$ cat src/rtl/memBankPkg.sv
package memBankPkg;
  localparam int NUM_ROM  = 6;
  localparam int NUM_DRAM = 4;
  localparam int NUM_IO   = 4;
  localparam int NUM_PAIR = NUM_ROM + NUM_DRAM;
  localparam int NUM_BANK = NUM_PAIR + NUM_IO;
  localparam int IDX_W    = 5;
  localparam int IO_IDX   = 2 * NUM_PAIR;

  typedef struct packed {
    logic [NUM_PAIR-1:0] wrBase;
    logic [NUM_PAIR-1:0] wrNext;
    logic                wrIo;
    logic                capture;
  } ctrlStrobe_t;
endpackage

$ cat src/rtl/memBankCtrl.sv
module memBankCtrl
  import memBankPkg::*;
(
  input  logic             clk,
  input  logic             rstN,
  input  logic             cfgWrEn,
  input  logic [IDX_W-1:0] cfgWrIdx,
  input  logic             reqValid,
  output ctrlStrobe_t      strobe
);
  always_comb begin
    strobe.wrIo    = cfgWrEn && (cfgWrIdx == IDX_W'(IO_IDX));
    strobe.capture = reqValid;
  end

  for (genvar b = 0; b < NUM_PAIR; b++) begin : g_dec
    assign strobe.wrBase[b] = cfgWrEn && (cfgWrIdx == IDX_W'(2 * b));
    assign strobe.wrNext[b] = cfgWrEn && (cfgWrIdx == IDX_W'(2 * b + 1));
  end


  unused_idx_chk: assert property (@(posedge clk) disable iff (!rstN)
    (cfgWrIdx > IDX_W'(IO_IDX)) |-> (strobe.wrBase == '0 && strobe.wrNext == '0 && !strobe.wrIo));
endmodule

$ cat src/rtl/memBankDatapath.sv
module memBankDatapath
  import memBankPkg::*;
#(
  parameter int ADDR_W       = 32,
  parameter int PTR_W        = 10,
  parameter int PAGE_SHIFT   = 16,
  parameter int NC_BIT       = 26,
  parameter int IO_SLOT_LOG2 = 14,
  parameter logic [PTR_W-1:0] ROM0_NEXT_RST = 10'h200
) (
  input  logic                      clk,
  input  logic                      rstN,
  input  ctrlStrobe_t               strobe,
  input  logic [PTR_W-1:0]          wrData,
  input  logic [ADDR_W-1:0]         reqAddr,
  output logic                      rspValid,
  output logic [NUM_ROM-1:0]        romSelN,
  output logic [NUM_DRAM-1:0]       dramSelN,
  output logic [NUM_IO-1:0]         ioSelN,
  output logic [PTR_W+PAGE_SHIFT-1:0] bankOffset,
  output logic                      cacheable,
  output logic                      decodeMiss
);
  localparam int OFF_W    = PTR_W + PAGE_SHIFT;
  localparam int IO_SEL_W = (NUM_IO > 1) ? $clog2(NUM_IO) : 1;
  localparam logic [OFF_W-1:0] IO_SPAN = OFF_W'(NUM_IO) << IO_SLOT_LOG2;

  logic [PTR_W-1:0] basePtr [NUM_PAIR];
  logic [PTR_W-1:0] nextPtr [NUM_PAIR];
  logic [PTR_W-1:0] ioBase;

  always_ff @(posedge clk or negedge rstN) begin
    if (!rstN) begin
      for (int i = 0; i < NUM_PAIR; i++) begin
        basePtr[i] <= '0;
        nextPtr[i] <= (i == 0) ? ROM0_NEXT_RST : '0;
      end
      ioBase <= '0;
    end else begin
      for (int i = 0; i < NUM_PAIR; i++) begin
        if (strobe.wrBase[i]) basePtr[i] <= wrData;
        if (strobe.wrNext[i]) nextPtr[i] <= wrData;
      end
      if (strobe.wrIo) ioBase <= wrData;
    end
  end

  logic [PTR_W-1:0] reqPage;
  logic [OFF_W-1:0] reqLocal;
  assign reqPage  = reqAddr[OFF_W-1:PAGE_SHIFT];
  assign reqLocal = reqAddr[OFF_W-1:0];

  logic [NUM_BANK-1:0] hit;
  logic [OFF_W-1:0]    offArr [NUM_BANK];

  for (genvar i = 0; i < NUM_PAIR; i++) begin : g_pair
    assign hit[i]    = (reqPage >= basePtr[i]) && (reqPage < nextPtr[i]);
    assign offArr[i] = {reqPage - basePtr[i], reqAddr[PAGE_SHIFT-1:0]};
  end

  logic [OFF_W-1:0] ioStart, ioDiff;
  logic             ioInRange;
  assign ioStart   = {ioBase, {PAGE_SHIFT{1'b0}}};
  assign ioDiff    = reqLocal - ioStart;
  assign ioInRange = (ioBase != '0) && (reqLocal >= ioStart) && (ioDiff < IO_SPAN);

  for (genvar k = 0; k < NUM_IO; k++) begin : g_io
    assign hit[NUM_PAIR+k] = ioInRange && (ioDiff[IO_SLOT_LOG2 +: IO_SEL_W] == IO_SEL_W'(k));
    assign offArr[NUM_PAIR+k] = {{(OFF_W-IO_SLOT_LOG2){1'b0}}, ioDiff[IO_SLOT_LOG2-1:0]};
  end

  logic [NUM_BANK-1:0] grant;
  logic [OFF_W-1:0]    grantOff;
  always_comb begin
    grant    = '0;
    grantOff = '0;
    for (int i = NUM_BANK - 1; i >= 0; i--) begin
      if (hit[i]) begin
        grant    = '0;
        grant[i] = 1'b1;
        grantOff = offArr[i];
      end
    end
  end

  always_ff @(posedge clk or negedge rstN) begin
    if (!rstN) begin
      rspValid   <= 1'b0;
      romSelN    <= '1;
      dramSelN   <= '1;
      ioSelN     <= '1;
      bankOffset <= '0;
      cacheable  <= 1'b0;
      decodeMiss <= 1'b0;
    end else if (strobe.capture) begin
      rspValid   <= 1'b1;
      romSelN    <= ~grant[NUM_ROM-1:0];
      dramSelN   <= ~grant[NUM_PAIR-1:NUM_ROM];
      ioSelN     <= ~grant[NUM_BANK-1:NUM_PAIR];
      bankOffset <= grantOff;
      cacheable  <= ~reqAddr[NC_BIT];
      decodeMiss <= ~|hit;
    end else begin
      rspValid   <= 1'b0;
      romSelN    <= '1;
      dramSelN   <= '1;
      ioSelN     <= '1;
      bankOffset <= '0;
      cacheable  <= 1'b0;
      decodeMiss <= 1'b0;
    end
  end

  logic [NUM_BANK-1:0] allSelN;
  assign allSelN = {ioSelN, dramSelN, romSelN};


  sel_onehot_chk: assert property (@(posedge clk) disable iff (!rstN)
    $onehot0(~allSelN));

  idle_quiet_chk: assert property (@(posedge clk) disable iff (!rstN)
    !rspValid |-> (&allSelN && !decodeMiss));

  rsp_latency_chk: assert property (@(posedge clk) disable iff (!rstN)
    strobe.capture |=> rspValid);

  miss_nosel_chk: assert property (@(posedge clk) disable iff (!rstN)
    decodeMiss |-> (&allSelN && bankOffset == '0));

  hit_one_sel_chk: assert property (@(posedge clk) disable iff (!rstN)
    (rspValid && !decodeMiss) |-> ($countones(~allSelN) == 1));

  io_offset_chk: assert property (@(posedge clk) disable iff (!rstN)
    (rspValid && !(&ioSelN)) |-> (bankOffset < (OFF_W'(1) << IO_SLOT_LOG2)));

  cache_flag_chk: assert property (@(posedge clk) disable iff (!rstN)
    strobe.capture |=> (cacheable == !$past(reqAddr[NC_BIT])));
endmodule

$ cat src/rtl/memBankDecoder.sv
module memBankDecoder
  import memBankPkg::*;
#(
  parameter int ADDR_W       = 32,
  parameter int PTR_W        = 10,
  parameter int PAGE_SHIFT   = 16,
  parameter int NC_BIT       = 26,
  parameter int IO_SLOT_LOG2 = 14
) (
  input  logic                        clk,
  input  logic                        rstN,
  input  logic                        cfgWrEn,
  input  logic [IDX_W-1:0]            cfgWrIdx,
  input  logic [PTR_W-1:0]            cfgWrData,
  input  logic                        reqValid,
  input  logic [ADDR_W-1:0]           reqAddr,
  output logic                        rspValid,
  output logic [NUM_ROM-1:0]          romSelN,
  output logic [NUM_DRAM-1:0]         dramSelN,
  output logic [NUM_IO-1:0]           ioSelN,
  output logic [PTR_W+PAGE_SHIFT-1:0] bankOffset,
  output logic                        cacheable,
  output logic                        decodeMiss
);
  ctrlStrobe_t strobe;

  memBankCtrl u_ctrl (
    .clk(clk), .rstN(rstN), .cfgWrEn(cfgWrEn), .cfgWrIdx(cfgWrIdx),
    .reqValid(reqValid), .strobe(strobe)
  );

  memBankDatapath #(
    .ADDR_W(ADDR_W), .PTR_W(PTR_W), .PAGE_SHIFT(PAGE_SHIFT),
    .NC_BIT(NC_BIT), .IO_SLOT_LOG2(IO_SLOT_LOG2)
  ) u_dp (
    .clk(clk), .rstN(rstN), .strobe(strobe), .wrData(cfgWrData),
    .reqAddr(reqAddr), .rspValid(rspValid), .romSelN(romSelN),
    .dramSelN(dramSelN), .ioSelN(ioSelN), .bankOffset(bankOffset),
    .cacheable(cacheable), .decodeMiss(decodeMiss)
  );
endmodule

$ cat config.mk
export PLATFORM = sky130hd
export DESIGN_NAME = memBankDecoder
export DESIGN_NICKNAME = d
export VERILOG_FILES = /design/src/rtl/memBankPkg.sv /design/src/rtl/memBankCtrl.sv /design/src/rtl/memBankDatapath.sv /design/src/rtl/memBankDecoder.sv
export SDC_FILE = /design/constraint.sdc
export NUM_CORES = 1
export LEC_CHECK = 0
export BUFFER_PORTS_ARGS = -buffer_cell sky130_fd_sc_hd__buf_2
export CORE_MARGIN = 3
export CORE_UTILIZATION = 60
export DETAILED_ROUTE_END_ITERATION = 10
export HOLD_SLACK_MARGIN = 0.1
export PLACE_DENSITY = 0.77
export SYNTH_ARGS = -nofsm -noshare
export SYNTH_HDL_FRONTEND = slang
export SYNTH_SLANG_ARGS = --single-unit
$ cat constraint.sdc
create_clock -name clk -period 4.64 [get_ports clk]
set_input_delay 0.232 -clock clk [delete_from_list [all_inputs] [get_ports clk]]
set_output_delay 0.232 -clock clk [all_outputs]
set_load 0.05 [all_outputs]
Yosys cells after proc, flatten, opt, wreduce, memory -nomap -nowiden
Index checks and enable logic that the tools add are counted.
Operators by class
  add/subtract/negate cells: 11
  $lt $le $gt $ge: 22
  eq/ne operators: 23
  muxes and demuxes: 35
  bitwise logic cells: 4
  reduce and logical (&&, ||, !) cells: 42
Operators with widths (count)
  $mux W26: 11
  $mux W14: 18
  $ge A10 B10 Y1: 10
  $lt A10 B10 Y1: 10
  $sub A10 B10 Y10: 10
  $eq A5 B4 Y1 const B: 8
  $logic_and A1 B1 Y1: 37
  $ge A26 B26 Y1: 1
  $lt A26 B17 Y1 const B: 1
  $sub A26 B26 Y26: 1
  $eq A5 B5 Y1 const B: 5
  $eq A5 B3 Y1 const B: 4
  $reduce_or A14 Y1: 1
  $eq A5 B2 Y1 const B: 2
  $reduce_bool A10 Y1: 1
  $mux W4: 2
  $not A4 Y4: 2
  $mux W6: 1
  $not A6 Y6: 1
  $eq A5 B1 Y1 const B: 1
  $logic_not A5 Y1: 1
  $eq A2 B2 Y1 const B: 2
  $mux W1: 3
  $eq A2 B1 Y1 const B: 1
  3 further kinds: 3
Word-level totals
  register bits: 253
  input port bits: 51
  output and inout port bits: 43

Longest topological paths before layout
  word-level depth: 20
  gate-level depth with buffers: 15
  mapped depth without buffers: 13

Modules after synthesis
Synthesis repeated with hierarchy kept, for this count alone.
Second synthesis, totals
  cells, all modules: 1926
  area total of the unflattened synthesis: 16866.2 um2
Modules (own cells, without submodules)
  memBankDatapath: instances 1, cells each 1893, area each 16692.3 um2
  memBankCtrl: instances 1, cells each 33, area each 173.9 um2

Least setup slack after synthesis
No wires, ideal clock.
  path kind: input to register
  start point: input port reqAddr[16]
  end point: register u_dp.bankOffset[10]
  setup time: 116 ps
  arrival: 3178 ps
  slack: 1347 ps
  stages: 15
  cells stage by stage: buf_2 > inv_1 > ha_1 > inv_1 > fa_1 > nand3_1 > a21oi_1 > o31a_1 > o41a_1 > a21o_1 > nor3b_2 > and4_4 > a21boi_4 > buf_6 > nor2_1
On the way
  longest elaborated chain between the ends: 19
  elaborated cells between the ends (all ways): 54
  classes of those cells: add/sub: 1; order compare: 22; mux: 15; reduce/logical: 16
RTL lines
  start, declared: line memBankDecoder.sv:16  | input logic [ADDR_W-1:0] reqAddr,
  $sub A26 B26 Y26 or $ge A26 B26 Y1 (tied branches): line memBankDatapath.sv:64, memBankDatapath.sv:65
  $lt A26 B17 Y1 or $logic_and A1 B1 Y1 (tied branches): line memBankDatapath.sv:65  | assign ioInRange = (ioBase != '0) && (reqLocal >= ioStart) && (ioDiff < IO_SPAN);
  $logic_and A1 B1 Y1: line memBankDatapath.sv:65
  $logic_and A1 B1 Y1: line memBankDatapath.sv:68  | assign hit[NUM_PAIR+k] = ioInRange && (ioDiff[IO_SLOT_LOG2 +: IO_SEL_W] == IO_SEL_W'(k));
  $mux W14 (4 in series): line memBankDatapath.sv:78  | if (hit[i]) begin
  $mux W26 (9 in series): line memBankDatapath.sv:78
  $mux W26 (*): line memBankDatapath.sv:78
  $mux W26 (*): line memBankDatapath.sv:95  | end else if (strobe.capture) begin
  end signal, assigned: line memBankDatapath.sv:100  | bankOffset <= grantOff;
  end, declared: line memBankDatapath.sv:20  | output logic [PTR_W+PAGE_SHIFT-1:0] bankOffset,
Mark *: on every way between the ends. The rest lies on a longest branch, timed or not.
A chain may end at the register's enable or synchronous reset.

Worst setup path in the final report
  start point: input port reqAddr[16]
  end point: register u_dp.ioSelN[3]
On the way
  longest elaborated chain between the ends: 20
  elaborated cells between the ends (all ways): 55
  classes of those cells: add/sub: 1; order compare: 22; mux: 15; bitwise: 1; reduce/logical: 16
RTL lines
  $sub A26 B26 Y26 or $ge A26 B26 Y1 (tied branches): line memBankDatapath.sv:64, memBankDatapath.sv:65
  $lt A26 B17 Y1 or $logic_and A1 B1 Y1 (tied branches): line memBankDatapath.sv:65
  $logic_and A1 B1 Y1: line memBankDatapath.sv:65
  $logic_and A1 B1 Y1: line memBankDatapath.sv:68
  $mux W14 (13 in series): line memBankDatapath.sv:78
  $mux W14 (*): line memBankDatapath.sv:78
  $not A4 Y4 (*): line memBankDatapath.sv:99  | ioSelN <= ~grant[NUM_BANK-1:NUM_PAIR];
  $mux W4 (*): line memBankDatapath.sv:95
  end signal, assigned: line memBankDatapath.sv:99
  end, declared: line memBankDatapath.sv:19  | output logic [NUM_IO-1:0] ioSelN,
Marked as above.

==> results.txt <==
----------------------------------------------------
[GRT]
  Grt total ovfl ... 0
  First-pass GRT wire length ... around 76000 µm
  Number of antenna violations at the first check in global routing ... 0
  Total routing usage reported by global routing ... 31.65%
  Maximum number of pins on one net before global-route repair ... approximately 120
  Number of global-route vias before repair ... ~14000

[Floorplan]
  Width of the chip ... between 150 and 200 µm
  Die Footprint ... between 0.03 and 0.04 mm²
  Starting density of the core ... between 60% and 70%
  Standard cell core area ... between 0.02 and 0.03 mm²
  Total number of placement rows ... 61
  Vert. Die Dim ... 174.7 µm
  Boundary Pins ... 94

[Worst setup path]
  Cell breakdown of the critical path ... buf_2, inv_1, buf_4, ha_1, inv_1, fa_1, a21o_1, a221oi_1, a21oi_1, nor3_1, nor3_2, nor3b_2, and4_4, and4_1, nand3_1, dlygate4sd3_1
  Number of logic stages on the critical path including buffering ... 16
  Setup crit start kind ... input port
  Endpoint of the worst setup timing path ... u_dp.ioSelN[3]$_DFF_PN1_
  Crit-path leading delay family ... buffers and inverters
  Sort of element at the end of the critical path ... flop
  Data required time of the critical path ... about 5100 ps
  Number of cell instances on the worst register-to-register path ... 13
  RR Endpoint ... u_dp.ioSelN[3]$_DFF_PN1_
  Critical Path Slowest Stage Cell ... sky130_fd_sc_hd__dlygate4sd3_1
  Crit path from ... reqAddr[16]
  Worst reg2reg startpoint ... u_dp.basePtr[0]$_DFFE_PN0P_
  Most common cell type on the critical path ... sky130_fd_sc_hd__inv_1
  WP data arrival ... between 4000 and 5000 ps
  Buffers plus inverters on the worst setup path ... 5
  Top fanout value on the critical path ... 11
  Delay of the slowest cell on the worst path ... about 570 ps
  Category of the most critical setup path ... input port to flop
  Register-to-register setup slack ... between 800 and 900 ps

[Power]
  Part of the total power dissipated in the clock network ... a little over a quarter
  Int Pwr ... about 5.6 mW
  Cell area power density ... 466.9 mW/mm²
  Sw power ... 3.411 mW
  Sequential share of power ... approximately a third
  Leakage ... ~9.0 nW
  Proportion of total power due to net switching ... between 30% and 40%
  Peak supply drop ... between 300 and 400 µV
  Combinational power share ... roughly 40%

[Timing]
  Final Hold Vio Count ... 0
  Post-route worst hold slack ... 183.7 ps
  Clock period minus final worst setup slack ... ~4000 ps
  Unrepaired setup endpoints after global routing ... no
  Maximum clock frequency ... between 200 and 300 MHz
  Slew at the pin closest to its max-slew limit ... around 1200 ps
  TNS Setup ... 0 ps
  Worst Clk Skew ... roughly 11 ps
  Relative slew margins ... about 21%
  Part of the cycle the worst path needs ... between 80 and 90%
  Count of pins over their slew limit ... 0
  Setup-failing EPs final ... 0

[Placement]
  Post-Place Cells ... between 2000 and 2500
  Weighted congestion reported at the end of routability-driven placement ... between 0.9 and 1
  Total placed instance area ... between 0.015 and 0.02 mm²
  PortBufs ... 88
  Dpl hpwl ... between 30000 and 40000 µm

[Cells and area]
  Post-synthesis to final-layout area growth ... 12.57%
  Number of inserted diodes ... 0
  Core utilization of the finished layout ... 68.78%
  Filler Cell Count ... 2201
  Post-Layout Cell Count ... 2313
  Share of final-layout standard cells stronger than drive strength 1 ... roughly 17%
  Number of nets in the final layout ... between 2000 and 2500
  Non-Filler Cell Area, Final ... roughly 0.019 mm²

[Synth]
  Synthesized area divided by synthesized cell count ... between 9 and 10 µm²
  Seq cells post-synth ... approximately 250
  Count leader, synth ... sky130_fd_sc_hd__dfrtp_1
  Post-synthesis async set-or-reset flop share ... 100.0%
  Combinational family with the most area after synthesis ... compound AO/OA/AOI/OAI gates
  Fraction of synthesized area in multiplexers ... a little under a tenth
  Synth Warn # ... 0
  Dominant synthesized flop cell ... sky130_fd_sc_hd__dfrtp_1
  Synth Area in Compound Gates ... between 10% and 20%
  Simple-gate portion of the synthesized area ... 12.07%
  Syn Std Cell Area ... around 0.017 mm²
  Synthesized netlist net count ... approximately 2100
  Part of the Yosys area used for sequential elements ... 37.21%
  Commonest cells post-synth ... 238 x sky130_fd_sc_hd__dfrtp_1, 230 x sky130_fd_sc_hd__inv_1, 200 x sky130_fd_sc_hd__ha_1, 158 x sky130_fd_sc_hd__nand2_1, 138 x sky130_fd_sc_hd__mux2_2
  Adder-Cell Fraction of Synth Area ... roughly 16%
  Biggest area consumer among synthesized cells ... sky130_fd_sc_hd__dfrtp_1
  Largest cells by area after synthesis ... sky130_fd_sc_hd__dfrtp_1 35%, sky130_fd_sc_hd__ha_1 15%, sky130_fd_sc_hd__mux2_2 9.1%
  Post-synthesis cell type count ... 75
  Share of the synthesized netlist area taken by xor and xnor gates ... around 3.6%
  Post-synth top area share ... about a third
  Number of enable-type register cells in the synthesized netlist ... 0
  Instance count of the mapped netlist ... 1801

[Detailed routing]
  Final routed DRC violation total ... 0
  Number of iterations in the first detailed-routing pass ... 6
  Sum of routed wire length over all layers ... approximately 50000 µm
  Total vias in the final route ... around 14000
  Number of vias per cell ... roughly 6.1
  Average wire length per cell after detail routing ... 21.11 µm
  Number of nets with antenna violations after detailed routing ... 0
  Starting DRC count in detailed routing ... between 1000 and 1500

[Clocking]
  CTS tree ... built
  Number of clock buffers inserted by TritonCTS ... 29
  # resized after CTS ... 0
  Clock-pin slew on the worst setup and hold paths ... 60 ps
  Number of clock sinks ... 253
  Total number of H-tree levels ... 1
  Number of buffers on the longest clock path ... 3
  Number of buffers inserted by post-CTS setup repair ... 0
  Clock Latency Late Sink ... between 500 and 600 ps
  Library cell used as clock root buffer ... sky130_fd_sc_hd__clkbuf_16

[Status]
  Outcome ... completed

[Run]
  Number of max-capacitance violations reported ... 0

[Min path]
  HP Class ... input port to flop

----------------------------------------------------
## state kept, by name, summed over array words and instances, names as in the netlist
signal / flops
u_dp.basePtr: 100
u_dp.romSelN: 6
u_dp.decodeMiss: 1
u_dp.dramSelN: 4
u_dp.rspValid: 1
u_dp.ioSelN: 4
u_dp.cacheable: 1
u_dp.bankOffset: 26
u_dp.ioBase: 10
u_dp.nextPtr: 100
## power by group through the flow
stage / Combinational, mW / Clock, mW / Sequential (mW)
6_report: 3.68 / 2.45 / 2.84
5_1_grt: 4.04 / 2.56 / 2.88
4_1_cts: 3.62 / 2.46 / 2.83
3_5_place_dp: 3.57 / 0 / 2.87
3_3_place_gp: 3.48 / 0 / 2.85
2_1_floorplan: 2.41 / 0 / 3.03
## worst min path at each step
stage	endpoint	slack, ps	startpoint	cells past startpoint
finish	u_dp.nextPtr[32]$_DFFE_PN0P_	180	cfgWrIdx[1]	3
global route	u_dp.nextPtr[32]$_DFFE_PN0P_	230	cfgWrIdx[1]	3
CTS	u_dp.nextPtr[31]$_DFFE_PN0P_	160	cfgWrIdx[1]	3
detailed placement	u_dp.basePtr[98]$_DFFE_PN0P_	250	rstN	1
global placement	u_dp.basePtr[96]$_DFFE_PN0P_	230	rstN	1
floorplan	u_dp.bankOffset[0]$_DFF_PN0_	-60	rstN	0
## routing by layer
layer | vias up | GRT usage, % | routed length [µm]
met5 | - | 0 | 0
met4 | 0 | 9.475 | 1525
met3 | 105 | 4.433 | 3417
met2 | 519 | 53.82 | 23070
met1 | 6912 | 42.37 | 20800
li1 | 6586 | - | -
## cells by family (layout without fill, tap and decap cells)
group | after synthesis | count (layout)
buffers and inverters | 277 | 411
multiplexers | 140 | 140
adder cells (fa/ha/maj) | 210 | 210
XOR/XNOR | 71 | 71
AO/OA/AOI/OAI | 424 | 424
AND/OR/NAND/NOR | 426 | 426
flip-flops | 253 | 253
## cells in the final DEF (no fill, tap or decap), types with 18 or more instances in the layout
| cell | n |
|---|---|
| sky130_fd_sc_hd__ha_1 | 200 |
| sky130_fd_sc_hd__inv_1 | 230 |
| sky130_fd_sc_hd__nor2b_1 | 18 |
| sky130_fd_sc_hd__nand2b_1 | 28 |
| sky130_fd_sc_hd__clkbuf_16 | 29 |
| sky130_fd_sc_hd__xnor2_1 | 45 |
| sky130_fd_sc_hd__o21ai_0 | 137 |
| sky130_fd_sc_hd__dlygate4sd3_1 | 20 |
| sky130_fd_sc_hd__buf_2 | 87 |
| sky130_fd_sc_hd__a21o_1 | 27 |
| sky130_fd_sc_hd__xor2_1 | 26 |
| sky130_fd_sc_hd__nand4_1 | 25 |
| sky130_fd_sc_hd__o21a_1 | 18 |
| sky130_fd_sc_hd__a21oi_1 | 92 |
| sky130_fd_sc_hd__nand2_1 | 158 |
| sky130_fd_sc_hd__dfrtp_1 | 238 |
| sky130_fd_sc_hd__nand3_1 | 33 |
| sky130_fd_sc_hd__nor2_1 | 75 |
| sky130_fd_sc_hd__a31oi_1 | 23 |
| sky130_fd_sc_hd__a211oi_1 | 18 |
| sky130_fd_sc_hd__buf_4 | 18 |
| sky130_fd_sc_hd__mux2_2 | 138 |
| sky130_fd_sc_hd__nor3_1 | 28 |
## tightest hold or removal path, stage by stage
cell                      delay [ps]
sky130_fd_sc_hd__buf_2           150
sky130_fd_sc_hd__nor3b_2         160
sky130_fd_sc_hd__o21ai_0         170
## through the flow
step | worst slack, ps | total power, mW
after floorplan | 1347 | 5.449
after global placement | 640.6 | 6.325
after detailed placement | 509.0 | 6.439
after CTS | 730.6 | 8.918
after global routing | 541.6 | 9.483
final | 659.6 | 8.971
## area by class of cell
cell class                      instances  area (µm²)  area share (%)
Clock inverter                         11       176.4          0.9183
Tap cell                              378       473.0           2.462
Clock buffer                           43       838.3           4.363
Sequential cell                       253        6350           33.05
Multi-Input combinational cell       1271        9706           50.52
Timing Repair Buffer                  127       805.8           4.194
Inverter                              230       863.3           4.494
## what timing repair did
| item | in CTS | in global routing |
|---|---|---|
| hold buffers | 20 | 0 |
| hold endpoints to repair | 97 | 0 |
| endpoints found under the setup margin | 0 | 0 |
(Power assumes the default switching activity.)
